[config.mk]
export PLATFORM = sky130hd
export DESIGN_NAME = spi_mirror_top
export DESIGN_NICKNAME = d
export VERILOG_FILES = /design/src/rtl/spi_mirror_pkg.sv /design/src/rtl/spi_mirror_ctrl.sv /design/src/rtl/spi_mirror_dp.sv /design/src/rtl/spi_mirror_top.sv
export SDC_FILE = /design/constraint.sdc
export NUM_CORES = 1
export LEC_CHECK = 0
export BUFFER_PORTS_ARGS = -buffer_cell sky130_fd_sc_hd__buf_4
export CAP_MARGIN = 10
export CORE_MARGIN = 2
export CORE_UTILIZATION = 30
export CTS_CLUSTER_SIZE = 10
export DETAILED_ROUTE_END_ITERATION = 7
export PLACE_DENSITY_LB_ADDON = 0.2
export SLEW_MARGIN = 0
export SYNTH_ARGS = -nofsm -noshare
export SYNTH_HDL_FRONTEND = slang
export SYNTH_HIERARCHICAL = 1
export SYNTH_SLANG_ARGS = --single-unit
[constraint.sdc]
create_clock -name clk -period 8.75 [get_ports clk]
set_input_delay 0 -clock clk [delete_from_list [all_inputs] [get_ports clk]]
set_output_delay 0 -clock clk [all_outputs]
set_load 0.05 [all_outputs]
[src/rtl/spi_mirror_pkg.sv]
package spi_mirror_pkg;
  localparam int BYTE_W      = 8;
  localparam int NUM_DIG_TXN = 2;
  localparam int NUM_ANA_TXN = 4;
  localparam int NUM_TXN     = NUM_DIG_TXN + NUM_ANA_TXN;
  localparam int TXN_W       = $clog2(NUM_TXN);

  // Frame position inside one transaction
  typedef enum logic [1:0] {STG_FETCH, STG_HI, STG_LO, STG_LOAD} stage_e;

  typedef struct packed {
    logic             snap;
    logic             load;
    logic             capture;
    logic             commit;
    logic [TXN_W-1:0] txn;
    stage_e           stage;
  } strobes_t;

  // Target descriptor {analog, output=1, index[3:0]}
  function automatic logic [5:0] targetDesc(input logic [TXN_W-1:0] txn);
    logic       isAna;
    logic [3:0] idx;
    isAna = (txn >= TXN_W'(NUM_DIG_TXN));
    idx   = isAna ? 4'(txn - TXN_W'(NUM_DIG_TXN)) : 4'(txn);
    return {isAna, 1'b1, idx};
  endfunction

  function automatic logic [7:0] cmdByte(input stage_e stg, input logic [5:0] desc,
                                         input logic [7:0] val);
    logic [7:0] b;
    case (stg)
      STG_FETCH: b = {2'b10, desc[5], 1'b0, desc[3:0]};
      STG_HI:    b = {4'b0000, val[7:4]};
      STG_LO:    b = {4'b0001, val[3:0]};
      default:   b = {2'b11, desc};
    endcase
    return b;
  endfunction
endpackage

[src/rtl/spi_mirror_ctrl.sv]
module spi_mirror_ctrl
  import spi_mirror_pkg::*;
#(
  parameter int GAP_CYCLES = 240
) (
  input  logic     clk,
  input  logic     rstN,
  input  logic     start,
  input  logic     analogEn,
  input  logic     byteDone,
  output strobes_t ctl,
  output logic     busy,
  output logic     done
);
  localparam int GAP_W = $clog2(GAP_CYCLES + 1);

  typedef enum logic [1:0] {S_IDLE, S_LOAD, S_XFER, S_GAP} state_e;

  state_e           state;
  logic [TXN_W-1:0] txn;
  logic [TXN_W-1:0] lastTxn;
  stage_e           stage;
  logic [GAP_W-1:0] gapCnt;
  logic             lastByte;

  assign lastByte = (stage == STG_LOAD) && (txn == lastTxn);
  assign busy     = (state != S_IDLE);

  always_comb begin
    ctl.snap    = (state == S_IDLE) && start;
    ctl.load    = (state == S_LOAD);
    ctl.capture = (state == S_XFER) && byteDone && (stage == STG_HI);
    ctl.commit  = (state == S_XFER) && byteDone && lastByte;
    ctl.txn     = txn;
    ctl.stage   = stage;
  end

  always_ff @(posedge clk) begin
    if (!rstN) begin
      state   <= S_IDLE;
      txn     <= '0;
      lastTxn <= '0;
      stage   <= STG_FETCH;
      gapCnt  <= '0;
      done    <= 1'b0;
    end else begin
      done <= 1'b0;
      case (state)
        S_IDLE: if (start) begin
          txn     <= '0;
          stage   <= STG_FETCH;
          lastTxn <= analogEn ? TXN_W'(NUM_TXN - 1) : TXN_W'(NUM_DIG_TXN - 1);
          state   <= S_LOAD;
        end
        S_LOAD: state <= S_XFER;
        S_XFER: if (byteDone) begin
          if (lastByte) begin
            state <= S_IDLE;
            done  <= 1'b1;
          end else begin
            gapCnt <= '0;
            state  <= S_GAP;
            if (stage == STG_LOAD) begin
              stage <= STG_FETCH;
              txn   <= txn + 1'b1;
            end else begin
              stage <= stage_e'(stage + 2'd1);
            end
          end
        end
        default: begin
          if (gapCnt == GAP_W'(GAP_CYCLES - 1)) state <= S_LOAD;
          else gapCnt <= gapCnt + 1'b1;
        end
      endcase
    end
  end

  // end-of-pass pulse lasts one cycle
  assert_done_pulse_R9: assert property (@(posedge clk) disable iff (!rstN)
    done |=> !done);

  // the transaction index never passes the end chosen at start
  assert_txn_range_R5: assert property (@(posedge clk) disable iff (!rstN)
    busy |-> (txn <= lastTxn));

  // a start seen while busy does not end the pass early
  assert_start_ignored_R2: assert property (@(posedge clk) disable iff (!rstN)
    (busy && start && !ctl.commit) |=> busy);
endmodule

[src/rtl/spi_mirror_dp.sv]
module spi_mirror_dp
  import spi_mirror_pkg::*;
#(
  parameter int DIV_SLOW = 32,
  parameter int DIV_FAST = 8
) (
  input  logic                  clk,
  input  logic                  rstN,
  input  strobes_t              ctl,
  input  logic                  divFast,
  input  logic [BYTE_W-1:0]     wrDig0,
  input  logic [BYTE_W-1:0]     wrDig1,
  input  logic [2*BYTE_W-1:0]   wrAna0,
  input  logic [2*BYTE_W-1:0]   wrAna1,
  input  logic                  miso,
  output logic                  byteDone,
  output logic                  sclk,
  output logic                  mosi,
  output logic                  ssN,
  output logic [BYTE_W-1:0]     rdDig0,
  output logic [BYTE_W-1:0]     rdDig1,
  output logic [2*BYTE_W-1:0]   rdAna0,
  output logic [2*BYTE_W-1:0]   rdAna1
);
  localparam int HALF_SLOW = DIV_SLOW / 2;
  localparam int HALF_FAST = DIV_FAST / 2;
  localparam int HALF_MAX  = (HALF_SLOW > HALF_FAST) ? HALF_SLOW : HALF_FAST;
  localparam int CNT_W     = (HALF_MAX > 1) ? $clog2(HALF_MAX) : 1;
  localparam int EDGES     = 2 * BYTE_W;

  logic [BYTE_W-1:0]         liveVal [NUM_TXN];
  logic [BYTE_W-1:0]         snapVal [NUM_TXN];
  logic [BYTE_W-1:0]         retBuf  [NUM_TXN];
  logic [BYTE_W-1:0]         retOut  [NUM_TXN];
  logic [NUM_TXN*BYTE_W-1:0] retFlat;
  logic                      fastSel;
  logic [CNT_W-1:0]          divCnt;
  logic [CNT_W-1:0]          halfLim;
  logic [$clog2(EDGES)-1:0]  edgeCnt;
  logic [BYTE_W-1:0]         shReg;
  logic [BYTE_W-1:0]         rxReg;
  logic [BYTE_W-1:0]         txByte;

  // Transaction order: two digital bytes, then analog low/high per word
  always_comb begin
    liveVal[0] = wrDig0;
    liveVal[1] = wrDig1;
    liveVal[2] = wrAna0[BYTE_W-1:0];
    liveVal[3] = wrAna0[2*BYTE_W-1:BYTE_W];
    liveVal[4] = wrAna1[BYTE_W-1:0];
    liveVal[5] = wrAna1[2*BYTE_W-1:BYTE_W];
  end

  assign txByte  = cmdByte(ctl.stage, targetDesc(ctl.txn), snapVal[ctl.txn]);
  assign halfLim = fastSel ? CNT_W'(HALF_FAST - 1) : CNT_W'(HALF_SLOW - 1);
  assign mosi    = shReg[BYTE_W-1];

  // Snapshot, return capture and coherent commit
  always_ff @(posedge clk) begin
    if (!rstN) begin
      fastSel <= 1'b0;
      for (int i = 0; i < NUM_TXN; i++) begin
        snapVal[i] <= '0;
        retBuf[i]  <= '0;
        retOut[i]  <= '0;
      end
    end else begin
      if (ctl.snap) begin
        fastSel <= divFast;
        for (int i = 0; i < NUM_TXN; i++) snapVal[i] <= liveVal[i];
      end
      if (ctl.capture) retBuf[ctl.txn] <= rxReg;
      if (ctl.commit) begin
        for (int i = 0; i < NUM_TXN; i++) retOut[i] <= retBuf[i];
      end
    end
  end

  // Byte shifter: mode 0, MSB first, one select frame per byte
  always_ff @(posedge clk) begin
    if (!rstN) begin
      ssN      <= 1'b1;
      sclk     <= 1'b0;
      shReg    <= '0;
      rxReg    <= '0;
      divCnt   <= '0;
      edgeCnt  <= '0;
      byteDone <= 1'b0;
    end else begin
      byteDone <= 1'b0;
      if (ctl.load) begin
        ssN     <= 1'b0;
        sclk    <= 1'b0;
        shReg   <= txByte;
        divCnt  <= '0;
        edgeCnt <= '0;
      end else if (!ssN) begin
        if (divCnt == halfLim) begin
          divCnt  <= '0;
          sclk    <= !sclk;
          edgeCnt <= edgeCnt + 1'b1;
          if (!sclk) rxReg <= {rxReg[BYTE_W-2:0], miso};
          else       shReg <= {shReg[BYTE_W-2:0], 1'b0};
          if (edgeCnt == $clog2(EDGES)'(EDGES - 1)) begin
            ssN      <= 1'b1;
            byteDone <= 1'b1;
          end
        end else begin
          divCnt <= divCnt + 1'b1;
        end
      end
    end
  end

  for (genvar g = 0; g < NUM_TXN; g++) begin : g_flat
    assign retFlat[g*BYTE_W +: BYTE_W] = retOut[g];
  end

  assign rdDig0 = retOut[0];
  assign rdDig1 = retOut[1];
  assign rdAna0 = {retOut[3], retOut[2]};
  assign rdAna1 = {retOut[5], retOut[4]};

  // clock parks low whenever the select is released
  assert_idle_clock_low_R7: assert property (@(posedge clk) disable iff (!rstN)
    ssN |-> !sclk);

  // data is already settled when the clock rises
  assert_mosi_setup_R7: assert property (@(posedge clk) disable iff (!rstN)
    $rose(sclk) |-> $stable(mosi));

  // read-side registers move only on the commit strobe
  assert_commit_only_R9: assert property (@(posedge clk) disable iff (!rstN)
    !ctl.commit |=> $stable(retFlat));

  // a new frame is only launched from an idle select
  assert_load_when_idle_R8: assert property (@(posedge clk) disable iff (!rstN)
    ctl.load |-> (ssN && !byteDone));
endmodule

[src/rtl/spi_mirror_top.sv]
module spi_mirror_top
  import spi_mirror_pkg::*;
#(
  parameter int GAP_CYCLES = 240,
  parameter int DIV_SLOW   = 32,
  parameter int DIV_FAST   = 8
) (
  input  logic                clk,
  input  logic                rstN,
  input  logic                start,
  input  logic                analogEn,
  input  logic                divFast,
  input  logic [BYTE_W-1:0]   wrDig0,
  input  logic [BYTE_W-1:0]   wrDig1,
  input  logic [2*BYTE_W-1:0] wrAna0,
  input  logic [2*BYTE_W-1:0] wrAna1,
  output logic [BYTE_W-1:0]   rdDig0,
  output logic [BYTE_W-1:0]   rdDig1,
  output logic [2*BYTE_W-1:0] rdAna0,
  output logic [2*BYTE_W-1:0] rdAna1,
  output logic                busy,
  output logic                done,
  output logic                sclk,
  output logic                mosi,
  input  logic                miso,
  output logic                ssN
);
  strobes_t ctl;
  logic     byteDone;

  spi_mirror_ctrl #(.GAP_CYCLES(GAP_CYCLES)) u_ctrl (
    .clk(clk), .rstN(rstN), .start(start), .analogEn(analogEn),
    .byteDone(byteDone), .ctl(ctl), .busy(busy), .done(done)
  );

  spi_mirror_dp #(.DIV_SLOW(DIV_SLOW), .DIV_FAST(DIV_FAST)) u_dp (
    .clk(clk), .rstN(rstN), .ctl(ctl), .divFast(divFast),
    .wrDig0(wrDig0), .wrDig1(wrDig1), .wrAna0(wrAna0), .wrAna1(wrAna1),
    .miso(miso), .byteDone(byteDone), .sclk(sclk), .mosi(mosi), .ssN(ssN),
    .rdDig0(rdDig0), .rdDig1(rdDig1), .rdAna0(rdAna0), .rdAna1(rdAna1)
  );
endmodule

; After elaboration in Yosys (flattened, before gate mapping)
; Memories as Yosys holds them, arrays and structs flattened. A register that Yosys moved wholly into a read port is not among the register bits.
; Index checks and enable logic that the tools add are counted.
[op_classes]
n_addsub = 6
order_cmp = 1
eq_ne = 15
muxes = 60
bitwise = 17
reduce_logical = 26
[ops]
columns = operator, n
row1 = 8-bit two-way mux, 20
row2 = 3-bit two-way mux, 8
row3 = 8-bit one-hot mux with 3 select lines, 1
row4 = 1-bit two-way mux, 16
row5 = 2-bit two-way mux, 8
row6 = 8-bit one-hot mux with 2 select lines, 1
row7 = 4-bit two-way mux, 3
row8 = 1-bit OR, 12
row9 = 4-bit AND reduction, 3
row10 = 3-bit AND reduction, 3
row11 = 4-bit by 1-bit adder with 4-bit output (second input constant), 2
row12 = 8-bit by 1-bit adder with 8-bit output (second input constant), 1
row13 = 8-bit equality test (second input constant), 1
row14 = 2-bit nonzero test, 4
row15 = 8-bit OR reduction, 1
row16 = 2-bit equality test (second input constant), 3
row17 = 2-bit by 1-bit inequality test with 1-bit output (second input constant), 3
row18 = 2-bit inequality test (second input constant), 3
row19 = 2-bit one-hot mux with 3 select lines, 1
row20 = 3-bit one-hot mux with 2 select lines, 1
row21 = 1-bit logical AND, 5
row22 = 1-bit inverter, 5
row23 = 5-bit AND reduction, 1
row24 = 2-bit by 1-bit equality test with 1-bit output (second input constant), 2
row25 = other kinds (14), 17
[word_totals]
regBits = 47
ramBits = 144
out_inout_bits = 53
memories = 3
[mem_list]
columns = memory, depth, word_bits, rd, rd_clocked_by_memory_dff, write_ports, line_no
row1 = u_dp.retBuf, 6, 8, 6, 0, 6, spi_mirror_dp.sv:33  ; logic [BYTE_W-1:0] retBuf [NUM_TXN];
row2 = u_dp.retOut, 6, 8, 6, 0, 6, spi_mirror_dp.sv:34  ; logic [BYTE_W-1:0] retOut [NUM_TXN];
row3 = u_dp.snapVal, 6, 8, 1, 1, 6, spi_mirror_dp.sv:32  ; logic [BYTE_W-1:0] snapVal [NUM_TXN];

; Logic depth before layout (Yosys ltp)
; Gate-level depths: netlist of the first run.
[logic_depth]
ltp_word = 8
ltp_mapped = 9

; Hierarchy
; The synthesis of the first run kept the hierarchy.
[modules_own_cells]
columns = module, instances, cells_each, area_per_inst_um2, seq_area_each_um2
row1 = spi_mirror_dp, 1, 523, 7096.8, 4884.7
row2 = spi_mirror_ctrl, 1, 123, 1064.8, 360.3

; Worst setup path after synthesis of the first run
; OpenSTA, ideal clock, no wires.
[synth_timing]
path_type = register to register
from = register u_ctrl.stage[0]
to = memory u_dp.retOut[0][0] (enable)
arrival_ps = 3039
path_slack_ps = 5298
path_stages_with_launch = 7
n_path_buf = 1
path_cell_list = dfxtp_1 > ha_1 > or2b_2 > nor3_1 > and3_1 > clkbuf_1 > nand2b_1
[synth_rtl]
columns = element, line_no
row1 = from (decl), spi_mirror_ctrl.sv:22  ; stage_e stage;
row2 = from (signal assigned), spi_mirror_ctrl.sv:67  ; stage <= stage_e'(stage + 2'd1);
row3 = to (decl), spi_mirror_dp.sv:34

==> summary.txt, run 1 <==
Place
  – Port bufs: 106
  – Post-placement cell count: around 1100
  – GPL Wtd Cong: 0.758
  – Hpwl dp: 11900 um

CTS
  – Clock Latency Late Sink: 430 ps
  – Post-CTS setup buffers: 0
  – Sink Count: 190
  – CTS buffer count: 17
  – CTS Root Cell: clkbuf_16
  – H-tree depth: 4
  – Hold buffers post-CTS: between 50 and 60
  – CTS tree: built
  – CTS-repair resized insts: 0
  – Clk buf depth: 2
  – Clk slew on worst S/H paths: 70 ps

Floorplanning
  – Die Wd: 169 um
  – Rows: 60
  – Ports: 107
  – Initial Util: 30.5%
  – Die area: 28500 um^2
  – Placeable core area: 26800 um^2
  – Die Ht: ~170 um

STA
  – Max Fclk: 306 MHz
  – Final Max Tran Viols: 0
  – Setup tns final: 0 ps
  – Final setup viols: 0
  – Slew @ Worst Pin: 1150 ps
  – Fin crit share: 37.3%
  – Final Skew: 12.2 ps
  – Tmin final: about 3300 ps
  – Final hold vios: 0
  – Relative slew slack: 23.2%
  – RSZ-0062 raised after global routing: no

Synth
  – EDFF count, synth: approximately 140
  – Synth top area cells: edfxtp_1, dfxtp_1, and3_1
  – Synth top cells by count: edfxtp_1, and3_1, dfxtp_1
  – Yosys warns: 6
  – Ys flop type: edfxtp_1
  – Mapped Nets: a little over 700
  – Fraction of registers with async set or reset after synthesis: 0%
  – Sequential fraction of the synthesis area: 64.3%
  – Top-count cell post-synth: edfxtp_1
  – Top-area cell type share of the netlist area: 53.0%
  – Synth area leader: edfxtp_1
  – Mean Syn Cell Area: 12.6 um^2
  – Synthesized area: slightly above 8000 um^2
  – Yosys cell types: 67
  – Seq cells post-synth: 190
  – Post-Synthesis Cells: 646

Power
  – Power Dens Cells: 222 nW/um^2
  – Peak supply drop: 0.0986 mV
  – Pleak: ~4.3 nW

Cells and area
  – Non-Filler Instances: approximately 1100
  – # diodes: 0
  – NumNets Final: 859
  – P&R area growth vs syn: 27.3%
  – # fillers: 2561
  – Share of cells above drive strength 1: 21.1%

Critical path
  – Crit path arrival time: 3330 ps
  – CP Launch Type: register
  – Data required time of the worst path: between 8000 and 9000 ps
  – CP max FO: 50
  – CP Class: register to register
  – Crit path capture type: register

GRT
  – Gr usage total: 13.0%
  – Largest net degree at the start of global routing: 74
  – Vias in the first global route: 5355
  – First-pass GRT wire length: 28900 um
  – Initial antenna violation count: 0
  – Gr ovfl total: 0

Routing
  – Post-DRT Antenna Nets: 0
  – Routed WL: 18100 um
  – DR vias: 5379
  – 1st-iter DRT viols: 542
  – Routed len/inst: around 16 um
  – First drt pass iteration count: 5
  – Vias per inst: 4.70
  – DRC Markers: 0

Flow run
  – Max Cap Violations: 0

Worst hold path
  – Worst Hold Class: input port to register

Outcome
  – Outcome: finished clean
==> cell families after synthesis <==
group | share of synthesized area, %
xor+xnor | 0.966
buf+inv | 3.36
mux | 4.26
simple gates | 18.6
fa+ha+maj | 1.99
compound gates | 6.52
flops | 64.3
==> cells in the final DEF, fill, tap and decap left out, types with 5 or more instances in the layout <==
| cell | n |
|---|---|
| a21oi_1 | 18 |
| and2_1 | 27 |
| and3_1 | 100 |
| buf_4 | 111 |
| clkbuf_16 | 17 |
| dfxtp_1 | 46 |
| dlygate4sd3_1 | 51 |
| edfxtp_1 | 144 |
| ha_1 | 13 |
| inv_1 | 23 |
| mux2i_1 | 19 |
| mux4_2 | 5 |
| nand2_1 | 34 |
| nand2b_1 | 7 |
| nand3_1 | 18 |
| nor2_1 | 43 |
| nor3_1 | 8 |
| o211ai_1 | 5 |
| o21ai_0 | 8 |
| o31ai_1 | 6 |
| xor2_1 | 6 |
==> sequential cells by signal (all words and copies together), names as in the netlist, 2 cells and up <==
register / count
u_dp/rxReg: 8
u_ctrl/txn: 3
u_ctrl/stage: 2
u_dp/edgeCnt: 4
u_dp/snapVal: 48
u_ctrl/lastTxn: 2
u_dp/retOut: 48
u_dp/shReg: 8
u_ctrl/gapCnt: 8
u_ctrl/state: 2
u_dp/divCnt: 4
u_dp/retBuf: 48
==> path summary, 6_finish.rpt <==
check	from	end	slack [ps]	cells past startpoint
max	u_ctrl/stage[0]$_SDFFE_PN0P_	u_dp/retOut[0][4]$_SDFFCE_PN0P_	5480	7
min	rstN	u_dp/shReg[5]$_SDFFE_PN0P_	30	3
max reg2reg	u_ctrl/stage[0]$_SDFFE_PN0P_	u_dp/retOut[0][4]$_SDFFCE_PN0P_	5480	7
min reg2reg	u_dp/shReg[4]$_SDFFE_PN0P_	u_dp/shReg[4]$_SDFFE_PN0P_	460	2
==> where the power goes <==
group	switching (W)	internal, W
registers	0.0000375	0.00107
clock network	0.000360	0.000462
logic	0.000240	0.000139
total	0.000637	0.00167
==> layer usage <==
layer  vias to the layer above  wire [um]  GRT usage (%)
met5                         -          0              0
met4                         0        209           3.67
met3                        18        600           2.74
met2                       109       8660           21.1
met1                      2561       8650           17.6
li1                       2691          -              -
==> stage by stage <==
| step | instance area [um^2] | hold slack, ps | worst slack (ps) | total power [W] | utilization (%) |
|---|---|---|---|---|---|
| after floorplan | 8160 | 146 | 5300 | 0.00138 | - |
| after global placement | 9240 | 262 | 5580 | 0.00149 | 34.5 |
| after detailed placement | 9240 | 267 | 5480 | 0.00149 | 34.5 |
| after CTS | 10400 | 8.62 | 5470 | 0.00233 | 38.7 |
| after global routing | 10400 | 62.4 | 5200 | 0.00241 | 38.8 |
| final | 10400 | 30.1 | 5480 | 0.00231 | 38.8 |
==> worst max-delay path: stages (launching register included) <==
cell,delay (ps)
dfxtp_1,450
ha_1,230
or2b_2,330
nor3_1,550
and3_1,240
buf_4,350
nand2b_2,190
buf_4,490
==> area by class of cell <==
class                   count  area, um^2  area share [%]
flip-flops and latches    190        5250            50.5
multi-input cells         395        2650            25.5
repair buffers            164        1360            13.0
well taps                 341         427            4.10
clock buffers              17         425            4.09
clock inverters            14         203            1.95
inverters                  24        90.1           0.867
(Power assumes the default switching activity.)
==> run 2: changes to the inputs <==
Settings changed: ABC_AREA set to 1.
Clock period 8.75 ns to 2.7 ns, I/O delays scaled along.
==> run 2 against run 1 <==
Effect of this change:
- flip-flop and latch count unchanged
- non-clock buffer count up 6
- critical path depth unchanged
- combinational power rose to 4.4 times the previous value
- fmax up 43%
- final cell count up 28%
- clock power rose to 2.9 times the previous value
- utilization about the same
- critical path type unchanged
- largest cell class unchanged
==> summary.txt, run 2 <==
GRT
  – Vias in the first global route: 6021 (+12%)
  – First-pass GRT wire length: 30200 um (+4.4%)
  – Largest net degree at the start of global routing: 49 (-34%)
  – Initial antenna violation count: 0 (unchanged)
  – Gr ovfl total: 0 (unchanged)
  – Gr usage total: 12.6% (-0.39 points)

Floorplanning
  – Die area: 29900 um^2 (+4.7%)
  – Initial Util: 30.6% (+0.16 points)
  – Die Ht: 173 um (+2.3%)
  – Die Wd: 173 um (+2.3%)
  – Placeable core area: 27900 um^2 (+4.2%)
  – Rows: 61 (+1.7%)
  – Ports: 107 (unchanged)

CTS
  – CTS Root Cell: clkbuf_16
  – CTS buffer count: 17 (unchanged)
  – Clock Latency Late Sink: 420 ps (about the same)
  – CTS-repair resized insts: 0 (unchanged)
  – Clk buf depth: 2 (unchanged)
  – Clk slew on worst S/H paths: 70 ps (about the same)
  – Sink Count: 190 (unchanged)
  – H-tree depth: 4 (unchanged)
  – CTS tree: built

Critical path
  – Slowest stage delay, CP: 450 ps (-100 ps)
  – CP max stage cell: dfxtp_1
  – Critical-path cell list: ha_1 -> nand2_1 -> nor2_1 -> nand2_2 -> nor2_1 -> nand3_2 -> nand2_1
  – CP Launch Type: register
  – Worst path buffer plus inverter count: 0 (-2)
  – Reg2Reg Setup Slack: 420 ps (-5060 ps)
  – CP max FO: 19 (-62%)
  – CP Class: register to register
  – Crit path max-delay family: simple AND/OR/NAND/NOR gates
  – Crit path arrival time: 2380 ps (-950 ps)
  – Crit path capture type: register
  – Data required time of the worst path: 2800 ps (-6020 ps)

STA
  – Final worst slack: 419 ps (-5060 ps)
  – Slew @ Worst Pin: 681 ps (-471 ps)
  – Setup tns final: 0 ps (unchanged)
  – Relative slew slack: 54.3% (+31 points)
  – Tmin final: 2280 ps (-986 ps)
  – Final setup viols: 0 (unchanged)
  – RSZ-0062 raised after global routing: no
  – Final Skew: 6.91 ps (-5.28 ps)
  – Final Max Tran Viols: 0 (unchanged)
  – Final hold vios: 0 (unchanged)
  – Fin crit share: 84.5% (+47 points)
  – Max Fclk: 438 MHz (+43%)

Synth
  – Yosys cell types: 38 (-43%)
  – Ys flop type: edfxtp_1
  – Synth top cells by count: nor2_1, inv_1, edfxtp_1
  – Yosys warns: 6 (unchanged)
  – Seq cells post-synth: 190 (unchanged)
  – Sequential fraction of the synthesis area: 61.3% (-2.9 points)
  – Synth top area cells: edfxtp_1, dfxtp_1, nor2_1
  – Fraction of registers with async set or reset after synthesis: 0% (unchanged)
  – Post-Synthesis Cells: 914 (+41%)
  – Synth area leader: edfxtp_1
  – Synthesized area: 8550 um^2 (+4.8%)
  – EDFF count, synth: 144 (unchanged)
  – Mean Syn Cell Area: 9.36 um^2 (-26%)
  – Mapped Nets: 981 (+38%)
  – Top-area cell type share of the netlist area: 50.6% (-2.4 points)
  – Top-count cell post-synth: nor2_1

Cells and area
  – Most common cell after layout, fill and taps aside: nor2_1
  – Regs by FF count: u_dp/retBuf x48, u_dp/retOut x48, u_dp/snapVal x48
  – # fillers: 2894 (+13%)
  – Share of cells above drive strength 1: 17.5% (-3.6 points)
  – NumNets Final: 1142 (+33%)
  – Non-Filler Instances: 1464 (+28%)
  – Commonest non-fill, non-tap cells in the layout: nor2_1, inv_1, edfxtp_1
  – P&R area growth vs syn: 26.7%
  – # diodes: 0 (unchanged)
  – Fin util: 38.8% (about the same)

Routing
  – Vias per inst: 4.12 (-12%)
  – Routed len/inst: 12.6 um (-20%)
  – DRC Markers: 0 (unchanged)
  – Routed WL: 18400 um (+1.8%)
  – DR vias: 6027 (+12%)
  – First drt pass iteration count: 5 (unchanged)
  – 1st-iter DRT viols: 401 (-26%)
  – Post-DRT Antenna Nets: 0 (unchanged)

Place
  – Hpwl dp: 12200 um (+2.8%)
  – GPL Wtd Cong: 0.799 (+5.4%)
  – Post-placement cell count: 1380 (+30%)
  – Placement Setup Slack: 404 ps (-5070 ps)
  – Port bufs: 106 (unchanged)

Power
  – Peak supply drop: 0.380 mV (+280%)
  – Sw power: 0.00232 W (+260%)
  – Int Pwr: 0.00536 W (+220%)
  – Combinational power share: 21.7% (+5.3 points)
  – Clock Power Share: 30.8% (-4.8 points)
  – Reg power frac: 47.5% (-0.5 points)
  – Pleak: 4.62 nW (+7.5%)
  – Net Sw Frac: 30.2% (+2.6 points)
  – Power, Total: 0.00768 W (+230%)
  – Power Dens Cells: 709 nW/um^2 (+220%)

Flow run
  – Max Cap Violations: 0 (unchanged)

Worst hold path
  – Worst Hold Class: input port to register

Outcome
  – Outcome: finished clean
-- run 2: changes by cell type in the layout (fill, tap and decap cells not counted), sizes merged, moves of 19 or more --
| cell | delta |
|---|---|
| inv | +165 |
| nor2 | +149 |
| nand2 | +113 |
| and3 | -100 |
| and2 | -28 |
| nand3 | +28 |
| a21oi | +19 |
| mux2i | -19 |
-- run 2: final cells by class --
cell class	count	area (um^2)	share of cell area (%)
multi-input combinational	507	2430	22.4
sequential	190	5250	48.4
inverter	189	712	6.57
timing repair buffer	170	1440	13.3
clock inverter	11	106	0.982
clock buffer	19	433	4.00
tap	378	473	4.37
-- run 2: logic make-up after synthesis --
| logic type | Yosys count | share of synthesized area, % |
|---|---|---|
| buffers and inverters | 217 | 10.3 |
| adder cells (fa/ha/maj) | 13 | 1.90 |
| flip-flops | 190 | 61.3 |
| XOR/XNOR | 3 | 0.307 |
| AO/OA/AOI/OAI | 71 | 4.45 |
| AND/OR/NAND/NOR | 420 | 21.7 |
-- run 2: power by group through the flow --
stage / combinational [W] / sequential [W] / clock, W
3_5_place_dp: 0.00160 / 0.00371 / 0
5_1_grt: 0.00188 / 0.00369 / 0.00256
4_1_cts: 0.00167 / 0.00365 / 0.00245
2_1_floorplan: 0.00103 / 0.00384 / 0
6_report: 0.00167 / 0.00365 / 0.00237
3_3_place_gp: 0.00161 / 0.00371 / 0
-- run 2: repair_timing --
action / 4_1_cts / 5_1_grt
endpoints found under the hold margin: 56 / 0
setup buffers: 0 / 0
hold buffers: 54 / 0
endpoints found under the setup margin: 0 / 0
-- run 2: path summary, 6_finish.rpt --
kind / from / endpoint / depth (start not counted)
worst max-delay path: u_ctrl/stage[0]$_SDFFE_PN0P_ / u_dp/retBuf[4][7]$_SDFFCE_PN0P_ / 7
worst min-delay path: divFast / u_dp/fastSel$_SDFFE_PN0P_ / 4
worst min register to register: u_dp/shReg[6]$_SDFFE_PN0P_ / u_dp/shReg[6]$_SDFFE_PN0P_ / 2
worst max register to register: u_ctrl/stage[0]$_SDFFE_PN0P_ / u_dp/retBuf[4][7]$_SDFFCE_PN0P_ / 7
-- run 2: per-stage QoR --
stage          instance area, um^2  hold slack (ps)
2_1_floorplan                 8550              130
3_3_place_gp                  9750              257
3_5_place_dp                  9750              263
4_1_cts                      10800              367
5_1_grt                      10800              409
6_report                     10800              378
-- run 2: tightest hold or removal path, stage by stage --
cell	delay, ps
dlygate4sd3_1	520
buf_4	110
nand3_1	60
o21ai_0	70
-- run 2: layer usage --
| layer | vias up | GRT usage (%) | part of all wire (%) | routed length (um) |
|---|---|---|---|---|
| li1 | 3181 | - | - | - |
| met1 | 2738 | 16.5 | 49 | 8960 |
| met2 | 101 | 21.3 | 47 | 8690 |
| met3 | 7 | 3.17 | 3.7 | 683 |
| met4 | 0 | 2.44 | 0.57 | 105 |
| met5 | - | 0 | 0 | 0 |
